===== config.mk =====
export PLATFORM = sky130hd
export DESIGN_NAME = subword_wr_bridge
export DESIGN_NICKNAME = d
export VERILOG_FILES = /design/src/rtl/subword_wr_bridge.sv
export SDC_FILE = /design/constraint.sdc
export NUM_CORES = 2
export LEC_CHECK = 0
export ABC_AREA = 1
export BUFFER_PORTS_ARGS = -buffer_cell sky130_fd_sc_hd__buf_4
export CAP_MARGIN = 20
export CORE_MARGIN = 2
export CORE_UTILIZATION = 59
export DETAILED_ROUTE_END_ITERATION = 6
export GPL_TIMING_DRIVEN = 0
export PLACE_DENSITY_LB_ADDON = 0.08
export SLEW_MARGIN = 20
export SYNTH_ARGS = -nofsm -noshare
export SYNTH_HDL_FRONTEND = slang
export SYNTH_SLANG_ARGS = --single-unit

===== constraint.sdc =====
create_clock -name clk -period 2.9 [get_ports clk]
set_input_delay 0.145 -clock clk [delete_from_list [all_inputs] [get_ports clk]]
set_output_delay 0.145 -clock clk [all_outputs]
set_load 0.01 [all_outputs]

===== src/rtl/subword_wr_bridge.sv =====
module subword_wr_bridge #(
  parameter int ADDR_W       = 8,
  parameter int TICKS_PER_US = 50,
  parameter int SLOW_HZ      = 400000,
  parameter int CARD_CLKS    = 4,
  parameter int ZERO_CLK_US  = 10,
  parameter logic [ADDR_W-1:0] BLKSZ_ADDR  = 'h04,
  parameter logic [ADDR_W-1:0] BLKCNT_ADDR = 'h06,
  parameter logic [ADDR_W-1:0] XFER_ADDR   = 'h0C,
  parameter logic [ADDR_W-1:0] CMD_ADDR    = 'h0E
) (
  input  logic              clk,
  input  logic              rst_n,
  input  logic              up_valid,
  output logic              up_ready,
  input  logic              up_we,
  input  logic [ADDR_W-1:0] up_addr,
  input  logic [1:0]        up_size,
  input  logic [31:0]       up_wdata,
  output logic [31:0]       up_rdata,
  output logic              up_done,
  input  logic [31:0]       card_clk_hz,
  output logic              dn_req,
  output logic              dn_we,
  output logic [ADDR_W-1:0] dn_addr,
  output logic [31:0]       dn_wdata,
  input  logic [31:0]       dn_rdata,
  input  logic              dn_ack
);
  localparam logic [31:0] NUMER = 32'(CARD_CLKS * 1000000);
  localparam logic [ADDR_W-1:0] BLK_WORD = {BLKSZ_ADDR[ADDR_W-1:2], 2'b00};

  typedef enum logic [2:0] {S_IDLE, S_RD, S_WBLK, S_WR, S_PACE, S_DONE} st_t;

  st_t               st, after_pace;
  logic [ADDR_W-1:0] a_q;
  logic [1:0]        sz_q;
  logic              we_q;
  logic [31:0]       wd_q, word_q, blk_sh, cmd_sh, pace_cnt, pace_us, pace_cyc;

  function automatic logic [4:0] lane_sh(input logic [1:0] sz, input logic [1:0] lo);
    return (sz[1]) ? 5'd0 : {lo, 3'b000};
  endfunction

  function automatic logic [31:0] lane_mask(input logic [1:0] sz, input logic [1:0] lo);
    logic [31:0] base;
    base = (sz == 2'd0) ? 32'h0000_00FF : (sz == 2'd1) ? 32'h0000_FFFF : 32'hFFFF_FFFF;
    return base << lane_sh(sz, lo);
  endfunction

  function automatic logic [31:0] merge(input logic [31:0] old, input logic [31:0] nv,
                                        input logic [1:0] sz, input logic [1:0] lo);
    logic [31:0] m;
    m = lane_mask(sz, lo);
    return (old & ~m) | ((nv << lane_sh(sz, lo)) & m);
  endfunction

  wire accept  = up_valid && up_ready;
  wire half_wr = up_we && (up_size == 2'd1);
  wire is_blk  = half_wr && (up_addr == BLKSZ_ADDR || up_addr == BLKCNT_ADDR);
  wire is_xfer = half_wr && (up_addr == XFER_ADDR);
  wire is_cmd  = half_wr && (up_addr == CMD_ADDR);
  wire [31:0] up_merge_blk = merge(blk_sh, up_wdata, up_size, up_addr[1:0]);
  wire [31:0] up_merge_cmd = merge(cmd_sh, up_wdata, up_size, up_addr[1:0]);

  always_comb begin
    if (card_clk_hz == 32'd0)                 pace_us = 32'(ZERO_CLK_US);
    else if (card_clk_hz <= 32'(SLOW_HZ))     pace_us = (NUMER + card_clk_hz - 32'd1) / card_clk_hz;
    else                                      pace_us = 32'd0;
  end
  assign pace_cyc = pace_us * 32'(TICKS_PER_US);

  assign up_ready = (st == S_IDLE);
  assign up_done  = (st == S_DONE);
  assign dn_req   = (st == S_RD) || (st == S_WBLK) || (st == S_WR);
  assign dn_we    = (st != S_RD);
  assign dn_addr  = (st == S_WBLK) ? BLK_WORD : {a_q[ADDR_W-1:2], 2'b00};
  assign dn_wdata = (st == S_WBLK) ? blk_sh : word_q;

  always_ff @(posedge clk or negedge rst_n) begin
    if (!rst_n) begin
      st <= S_IDLE; after_pace <= S_IDLE;
      a_q <= '0; sz_q <= '0; we_q <= 1'b0; wd_q <= '0; word_q <= '0;
      blk_sh <= '0; cmd_sh <= '0; pace_cnt <= '0; up_rdata <= '0;
    end else begin
      case (st)
        S_IDLE: if (accept) begin
          a_q <= up_addr; sz_q <= up_size; we_q <= up_we; wd_q <= up_wdata;
          if (!up_we)            st <= S_RD;
          else if (is_blk)  begin blk_sh <= up_merge_blk; st <= S_DONE; end
          else if (is_xfer) begin cmd_sh <= up_merge_cmd; st <= S_DONE; end
          else if (is_cmd)  begin
            cmd_sh <= up_merge_cmd; word_q <= up_merge_cmd;
            st <= (blk_sh != 32'd0) ? S_WBLK : S_WR;
          end
          else if (up_size[1]) begin word_q <= up_wdata; st <= S_WR; end
          else                   st <= S_RD;
        end
        S_RD: if (dn_ack) begin
          if (!we_q) begin
            up_rdata <= (dn_rdata & lane_mask(sz_q, a_q[1:0])) >> lane_sh(sz_q, a_q[1:0]);
            st <= S_DONE;
          end else begin
            word_q <= merge(dn_rdata, wd_q, sz_q, a_q[1:0]);
            st <= S_WR;
          end
        end
        S_WBLK, S_WR: if (dn_ack) begin
          if (st == S_WBLK) blk_sh <= '0;
          if (pace_cyc == 32'd0) st <= (st == S_WBLK) ? S_WR : S_DONE;
          else begin
            pace_cnt <= pace_cyc;
            after_pace <= (st == S_WBLK) ? S_WR : S_DONE;
            st <= S_PACE;
          end
        end
        S_PACE: if (pace_cnt <= 32'd1) st <= after_pace; else pace_cnt <= pace_cnt - 32'd1;
        default: st <= S_IDLE;
      endcase
    end
  end

  assert_aligned_R1: assert property (@(posedge clk) disable iff (!rst_n)
    dn_req |-> (dn_addr[1:0] == 2'b00));
  assert_blk_no_access_R5: assert property (@(posedge clk) disable iff (!rst_n)
    (accept && is_blk) |=> !dn_req);
  assert_xfer_no_access_R6: assert property (@(posedge clk) disable iff (!rst_n)
    (accept && is_xfer) |=> !dn_req);
  assert_flush_first_R7: assert property (@(posedge clk) disable iff (!rst_n)
    (accept && is_cmd && blk_sh != 32'd0) |=>
      (dn_req && dn_we && dn_addr == BLK_WORD && dn_wdata == $past(blk_sh)));
  assert_no_fast_pace_R9: assert property (@(posedge clk) disable iff (!rst_n)
    (dn_req && dn_we && dn_ack && card_clk_hz > 32'(SLOW_HZ)) |=> (st != S_PACE));
  assert_hold_req_R10: assert property (@(posedge clk) disable iff (!rst_n)
    (dn_req && !dn_ack) |=> (dn_req && $stable(dn_addr) && $stable(dn_wdata)));
endmodule


==> results of run 1 <==
per-layer routing:
metal	GRT overflow	global-route usage [%]
met5	16	62.5
met4	263	91.3
met3	40	79.8
met2	566	101
met1	50	87.2
logic make-up after synthesis:
group,after synthesis
AO/OA/AOI/OAI,1510
adder cells (fa/ha/maj),641
other,1
AND/OR/NAND/NOR,3056
flip-flops,209
buffers and inverters,1326
multiplexers,31
XOR/XNOR,391
per-stage QoR:
stage | instances | setup slack, ns | TNS (ns) | hold WS [ns]
after CTS | 9285 | -63.75 | -2419.53 | 0.000758
after detailed placement | 8331 | -74.46 | -2833.83 | 0.124
after global placement | 8316 | -73.94 | -2821.46 | 0.360
after floorplan | 7166 | -61.07 | -2317.71 | -0.151
what timing repair did:
action	4_1_cts
endpoints found under the setup margin	72
hold buffers	57
resized for setup	809
cloned	21
pin swaps	505
buffers inserted	838
hold endpoints to repair	119
==> report_table.html, run 1 <==
<table>
<tr><th>Metric</th><th>Value</th></tr>
<tr><th colspan="2">Placed design</th></tr>
<tr><td>Weighted congestion at the end of routability-driven global placement</td><td>approximately 1.0</td></tr>
<tr><td>Cell area reported after detailed placement</td><td>just under 50000 um2</td></tr>
<tr><td>Number of port buffers</td><td>roughly 180</td></tr>
<tr><td>HPWL after detailed placement</td><td>about 130000 um</td></tr>
<tr><th colspan="2">Floorplan</th></tr>
<tr><td>Die width</td><td>approximately 280 um</td></tr>
<tr><td>Initial cell density of the core</td><td>59.8%</td></tr>
<tr><td>Die Height</td><td>279 um</td></tr>
<tr><td>Top-Level Pins</td><td>roughly 190</td></tr>
<tr><td>Floorplan row count</td><td>100</td></tr>
<tr><th colspan="2">Timing</th></tr>
<tr><td>Worst endpoint kind after the last repair</td><td>sequential cell input</td></tr>
<tr><td>Last reported worst endpoint of the global-route repair pass</td><td>pace_cnt[10]$_DFFE_PN0P_/D</td></tr>
<tr><th colspan="2">Synthesis</th></tr>
<tr><td>Most used DFF post-synth</td><td>dfrtp_1</td></tr>
<tr><td>Sequential cell area fraction in the yosys report</td><td>about an eighth</td></tr>
<tr><td>Most common cell in the synthesized netlist</td><td>nand2_1</td></tr>
<tr><td>Area share of xor/xnor cells in the synthesized design</td><td>between 7 and 8%</td></tr>
<tr><td>Post-synth EDFFs</td><td>0</td></tr>
<tr><td>Fraction of synthesized area in multiplexers</td><td>less than 1%</td></tr>
<tr><td>Yosys warnings</td><td>0</td></tr>
<tr><td>#FFs+latches synth</td><td>around 210</td></tr>
<tr><td>Combinational family with the most area after synthesis</td><td>simple AND/OR/NAND/NOR gates</td></tr>
<tr><td>Average footprint of a synthesized cell</td><td>about 6.2 um2</td></tr>
<tr><td>Ranking of synthesized cells by instance count</td><td>nand2_1, inv_1, ha_1</td></tr>
<tr><td>Synth area leaders</td><td>ha_1, nand2_1, dfrtp_1, inv_1, a21oi_1</td></tr>
<tr><td>Synthesized-area fraction occupied by adder cells</td><td>18.4%</td></tr>
<tr><td>Cell type with the highest aggregate area in the netlist</td><td>ha_1</td></tr>
<tr><td>Fraction of registers with async set/reset</td><td>100%</td></tr>
<tr><td>Post-synthesis compound-gate area fraction</td><td>20.2%</td></tr>
<tr><td>Simple-gate portion of the synthesized area</td><td>about 29%</td></tr>
<tr><td>Count of different cell masters after synthesis</td><td>about 90</td></tr>
<tr><td>Total standard cell area after synthesis</td><td>about 45000 um2</td></tr>
<tr><td>Share of the synthesized area in the top cell type</td><td>between 10% and 20%</td></tr>
<tr><td>Post-Syn Instances</td><td>7165</td></tr>
<tr><th colspan="2">Global route</th></tr>
<tr><td>Residual overflow from global routing</td><td>a little over 900</td></tr>
<tr><td>Largest net degree at the start of global routing</td><td>84</td></tr>
<tr><td>Global-route usage over all layers</td><td>between 80% and 90%</td></tr>
<tr><th colspan="2">Clock network</th></tr>
<tr><td>Buffer cell driving the clock tree root</td><td>clkbuf_16</td></tr>
<tr><td># clock sinks</td><td>about 210</td></tr>
<tr><td>Number of H-tree levels</td><td>1</td></tr>
<tr><td>Inserted Clock Buffers</td><td>23</td></tr>
<tr><td>Number of buffers on the longest clock path</td><td>3</td></tr>
<tr><th colspan="2">Status</th></tr>
<tr><td>Outcome</td><td>stopped before the end</td></tr>
<tr><td>Terminating stage of the flow</td><td>global routing (5_1_grt)</td></tr>
<tr><td>First Err</td><td>[ERROR GRT-0232] Routing congestion too high. Check the congestion heatmap in the GUI.</td></tr>
</table>
==> inputs of run 2 (changes only) <==
--- a/config.mk
+++ b/config.mk
@@ -9,10 +9,10 @@
 export BUFFER_PORTS_ARGS = -buffer_cell sky130_fd_sc_hd__buf_4
 export CAP_MARGIN = 20
 export CORE_MARGIN = 2
-export CORE_UTILIZATION = 59
+export CORE_UTILIZATION = 40
 export DETAILED_ROUTE_END_ITERATION = 6
 export GPL_TIMING_DRIVEN = 0
-export PLACE_DENSITY_LB_ADDON = 0.08
+export PLACE_DENSITY_LB_ADDON = 0.15
 export SLEW_MARGIN = 20
 export SYNTH_ARGS = -nofsm -noshare
 export SYNTH_HDL_FRONTEND = slang
==> constraint.sdc (replaced) <==
create_clock -name clk -period 3.75 [get_ports clk]
set_input_delay 0.1875 -clock clk [delete_from_list [all_inputs] [get_ports clk]]
set_output_delay 0.1875 -clock clk [all_outputs]
set_load 0.01 [all_outputs]
==> run 2 against run 1 <==
The flow now finishes, with violations (setup timing); synthesized cell count stayed put; area after synthesis stayed put.
==> report_table.html, run 2 <==
<table>
<tr><th>Metric</th><th>Value</th></tr>
<tr><th colspan="2">Finish</th></tr>
<tr><td>Commonest cells after routing, fill and taps aside</td><td>nand2_1, buf_4, inv_1</td></tr>
<tr><td>Number of nets in the final layout</td><td>roughly 9100</td></tr>
<tr><td>Signed area change from the synthesized netlist to the final layout</td><td>45.5%</td></tr>
<tr><td>Most common library cell in the layout ignoring fill and taps</td><td>nand2_1</td></tr>
<tr><td>Share of final-layout standard cells stronger than drive strength 1</td><td>32.1%</td></tr>
<tr><td>Fill cells</td><td>~10000</td></tr>
<tr><th colspan="2">Timing</th></tr>
<tr><td>Share of the clock period used by the worst path after layout</td><td>1850%</td></tr>
<tr><td>RSZ-0062 raised after global routing</td><td>yes</td></tr>
<tr><td>Highest clock frequency the design can meet</td><td>~14 MHz</td></tr>
<tr><td>Worst rel slew slack</td><td>between 20% and 30%</td></tr>
<tr><td>Worst setup skew after layout</td><td>around 0.011 ns</td></tr>
<tr><td>Transition time of the tightest slew-check pin</td><td>around 1.1 ns</td></tr>
<tr><td>Final setup violating endpoints</td><td>38</td></tr>
<tr><td>Minimum setup slack in the final design</td><td>-65.47 ns</td></tr>
<tr><td>Min Tclk post-route</td><td>between 60 and 70 ns</td></tr>
<tr><td>Number of pins with negative max-slew slack in the final report</td><td>0</td></tr>
<tr><td>Final Hold Viols</td><td>0</td></tr>
<tr><th colspan="2">Power and ir drop</th></tr>
<tr><td>Design internal power</td><td>around 9 mW</td></tr>
<tr><td>Sequential group share of total power</td><td>~15%</td></tr>
<tr><td>Net Switching</td><td>around 7 mW</td></tr>
<tr><td>Max IR drop VDD</td><td>approximately 280 uV</td></tr>
<tr><td>Gate power share</td><td>between 60% and 70%</td></tr>
<tr><td>Clock Power Share</td><td>between 15 and 20%</td></tr>
<tr><td>Leakage</td><td>about 32 nW</td></tr>
<tr><td>Switching Share</td><td>approximately 45%</td></tr>
<tr><td>Total power of the final layout</td><td>15.8 mW</td></tr>
<tr><td>Power per cell area</td><td>roughly 240 nW/um2</td></tr>
<tr><th colspan="2">Synthesis</th></tr>
<tr><td>Fraction of registers with async set/reset</td><td>100%</td></tr>
<tr><td>#FFs+latches synth</td><td>roughly 210</td></tr>
<tr><td>Count of different cell masters after synthesis</td><td>between 90 and 100</td></tr>
<tr><td>Share of the synthesized area in the top cell type</td><td>approximately 17%</td></tr>
<tr><td>Average footprint of a synthesized cell</td><td>around 6.2 um2</td></tr>
<tr><td>Ranking of synthesized cells by instance count</td><td>nand2_1, inv_1, ha_1</td></tr>
<tr><td>Yosys warnings</td><td>0</td></tr>
<tr><td>Most used DFF post-synth</td><td>dfrtp_1</td></tr>
<tr><td>Total standard cell area after synthesis</td><td>44600 um2</td></tr>
<tr><td>Cell type with the highest aggregate area in the netlist</td><td>ha_1</td></tr>
<tr><td>Most common cell in the synthesized netlist</td><td>nand2_1</td></tr>
<tr><td>Synth area leaders</td><td>ha_1, nand2_1, dfrtp_1, inv_1, a21oi_1</td></tr>
<tr><td>Post-Syn Instances</td><td>about 7000</td></tr>
<tr><td>Sequential cell area fraction in the yosys report</td><td>between 10% and 20%</td></tr>
<tr><td>Post-synth EDFFs</td><td>0</td></tr>
<tr><th colspan="2">Route</th></tr>
<tr><td>Iteration-0 DRC Markers</td><td>between 4000 and 5000</td></tr>
<tr><td>Wire length after detailed routing</td><td>between 150000 and 200000 um</td></tr>
<tr><td>Number of routed nets with antenna violations</td><td>0</td></tr>
<tr><td>Total vias in the final route</td><td>54040</td></tr>
<tr><td>Post-DR wirelength/cell</td><td>approximately 20 um</td></tr>
<tr><td>Detailed-route vias per instance</td><td>approximately 5.5</td></tr>
<tr><td>DRC violations left</td><td>0</td></tr>
<tr><td>Detailed Routing Iterations Pass 1</td><td>6</td></tr>
<tr><th colspan="2">Worst setup path</th></tr>
<tr><td>Kind of end point of the critical path</td><td>flip-flop</td></tr>
<tr><td>Worst path max stage delay</td><td>0.57 ns</td></tr>
<tr><td>Required time of the worst setup path</td><td>around 4.2 ns</td></tr>
<tr><td>Startpoint kind of the worst setup timing path</td><td>input port</td></tr>
<tr><td>CP Max Fanout</td><td>28</td></tr>
<tr><td>Arr. time, crit path</td><td>~70 ns</td></tr>
<tr><td>Flop2flop setup slack</td><td>approximately 0.16 ns</td></tr>
<tr><td>Start-to-end type of the worst setup path</td><td>in2reg</td></tr>
<tr><td>Top cell by count, worst path</td><td>nand2_2</td></tr>
<tr><td>Critical-path top delay cell</td><td>fa_1</td></tr>
<tr><th colspan="2">Clock network</th></tr>
<tr><td>TritonCTS clock tree</td><td>yes</td></tr>
<tr><td>Number of buffers on the longest clock path</td><td>3</td></tr>
<tr><td>Clock slew seen by the registers of the worst setup and hold paths</td><td>0.06 ns</td></tr>
<tr><td># clock sinks</td><td>209</td></tr>
<tr><td>Number of H-tree levels</td><td>1</td></tr>
<tr><td>Inserted Clock Buffers</td><td>25</td></tr>
<tr><td>Buffer cell driving the clock tree root</td><td>clkbuf_16</td></tr>
<tr><td>Clock latency reported for the late side of the worst-skew pair</td><td>~0.53 ns</td></tr>
<tr><th colspan="2">Status</th></tr>
<tr><td>Violations in the final reports</td><td>setup timing</td></tr>
<tr><td>Outcome</td><td>finished, violations left</td></tr>
<tr><th colspan="2">Placed design</th></tr>
<tr><td>HPWL after detailed placement</td><td>~140000 um</td></tr>
<tr><td>Number of port buffers</td><td>roughly 180</td></tr>
<tr><td>Pre-CTS setup slack</td><td>-74.54 ns</td></tr>
<tr><td>Weighted congestion at the end of routability-driven global placement</td><td>0.984</td></tr>
<tr><th colspan="2">Global route</th></tr>
<tr><td>Residual overflow from global routing</td><td>0</td></tr>
<tr><td>Antenna violations before repair</td><td>5</td></tr>
<tr><td>Via count of the first global-routing pass</td><td>between 50000 and 60000</td></tr>
<tr><td>Wire length of the first global-routing pass</td><td>285000 um</td></tr>
<tr><td>Global-route usage over all layers</td><td>between 30% and 40%</td></tr>
<tr><td>Largest net degree at the start of global routing</td><td>93</td></tr>
<tr><th colspan="2">Min path</th></tr>
<tr><td>Worst min path class</td><td>in2reg</td></tr>
<tr><th colspan="2">Floorplan</th></tr>
<tr><td>CORE AREA</td><td>approximately 110000 um2</td></tr>
<tr><td>Area of the die</td><td>114000 um2</td></tr>
<tr><td>Die Height</td><td>between 300 and 400 um</td></tr>
<tr><td>Die width</td><td>approximately 340 um</td></tr>
<tr><td>Floorplan row count</td><td>roughly 120</td></tr>
<tr><td>Top-Level Pins</td><td>about 190</td></tr>
<tr><td>Initial cell density of the core</td><td>40.3%</td></tr>
<tr><th colspan="2">Job</th></tr>
<tr><td>Max cap viols</td><td>0</td></tr>
</table>
-- run 2: cell type report --
cell class                      instances  area (um2)  area share [%]
Timing Repair Buffer                 1137        9420            14.5
Clock inverter                         10         133           0.204
Clock buffer                           35         723            1.11
Tap cell                             1488        1860            2.87
Multi-Input combinational cell       5632       41400            63.8
Buffer                                169        1460            2.25
Inverter                             1156        4620            7.13
Timing Repair inverter                  4        33.8          0.0521
Antenna cell                            2        5.00         0.00771
Sequential cell                       209        5230            8.06
-- run 2: kinds of logic (layout without fill, tap and decap cells) --
kind of cell             Yosys count  after routing  synth area share, %
flip-flops                       209            209                 11.7
multiplexers                      31             31                0.741
AND/OR/NAND/NOR                 3056           3057                 29.2
other                              1              4              0.00841
buffers and inverters           1326           2511                 12.0
XOR/XNOR                         391            391                 7.68
AO/OA/AOI/OAI                   1510           1510                 20.2
adder cells (fa/ha/maj)          641            641                 18.4
-- run 2: worst max-delay path: cells and delay by family --
kind            cells  cell delay (ns)
buf+inv           136            15.84
mux                 2             0.38
xor+xnor            1             0.17
simple gates      232            22.87
compound gates    143            20.69
fa+ha+maj          34             9.15
-- run 2: worst paths after layout --
path                                 from       endpoint  cells after the start
max                        card_clk_hz[9]    pace_cnt[7]                    548
min                           up_wdata[8]        wd_q[8]                      3
max reg2reg                   pace_cnt[2]   pace_cnt[31]                     24
min reg2reg                 after_pace[0]  after_pace[0]                      2
max in group asynchronous           rst_n         a_q[7]                      3
min in group asynchronous           rst_n   up_rdata[29]                      2
-- run 2: power by group through the flow --
| stage | clock network [mW] | registers [mW] | logic (mW) |
|---|---|---|---|
| floorplan | 0 | 2.36 | 5.82 |
| global placement | 0 | 2.36 | 7.47 |
| detailed placement | 0 | 2.36 | 7.63 |
| CTS | 2.58 | 2.32 | 9.55 |
| global route | 2.66 | 2.32 | 11.9 |
| finish | 2.56 | 2.32 | 10.9 |
-- run 2: timing repair --
| action | CTS | global route |
|---|---|---|
| hold endpoints to repair | 141 | 0 |
| gates cloned | 15 | 7 |
| buffers inserted | 662 | 229 |
| setup endpoints to repair | 38 | 38 |
| pin swaps | 427 | 532 |
| gates resized for setup | 764 | 622 |
| hold buffers | 38 | 0 |
-- run 2: metal layers --
metal / global-route usage (%) / up-vias / routed length [um]
met2: 53.2 / 1913 / 88000
li1: - / 26090 / -
met1: 41.9 / 25602 / 82600
met3: 2.98 / 433 / 12900
met5: 0 / - / 13
met4: 10.2 / 2 / 7690
-- run 2: metrics by stage --
stage	hold slack, ns	utilization [%]	setup TNS [ns]	std cells	area (um2)
finish	0.00974	58.6	-2484.50	9842	64900
floorplan	-0.108	-	-2287.02	7166	46500
global route	0.00393	58.6	-2620.46	9842	64900
detailed placement	0.116	45.3	-2827.93	8851	50100
CTS	0.00373	54.7	-2403.06	9611	60500
global placement	0.402	45.0	-2831.73	8835	49800
Power figures use the tool's default switching activity.
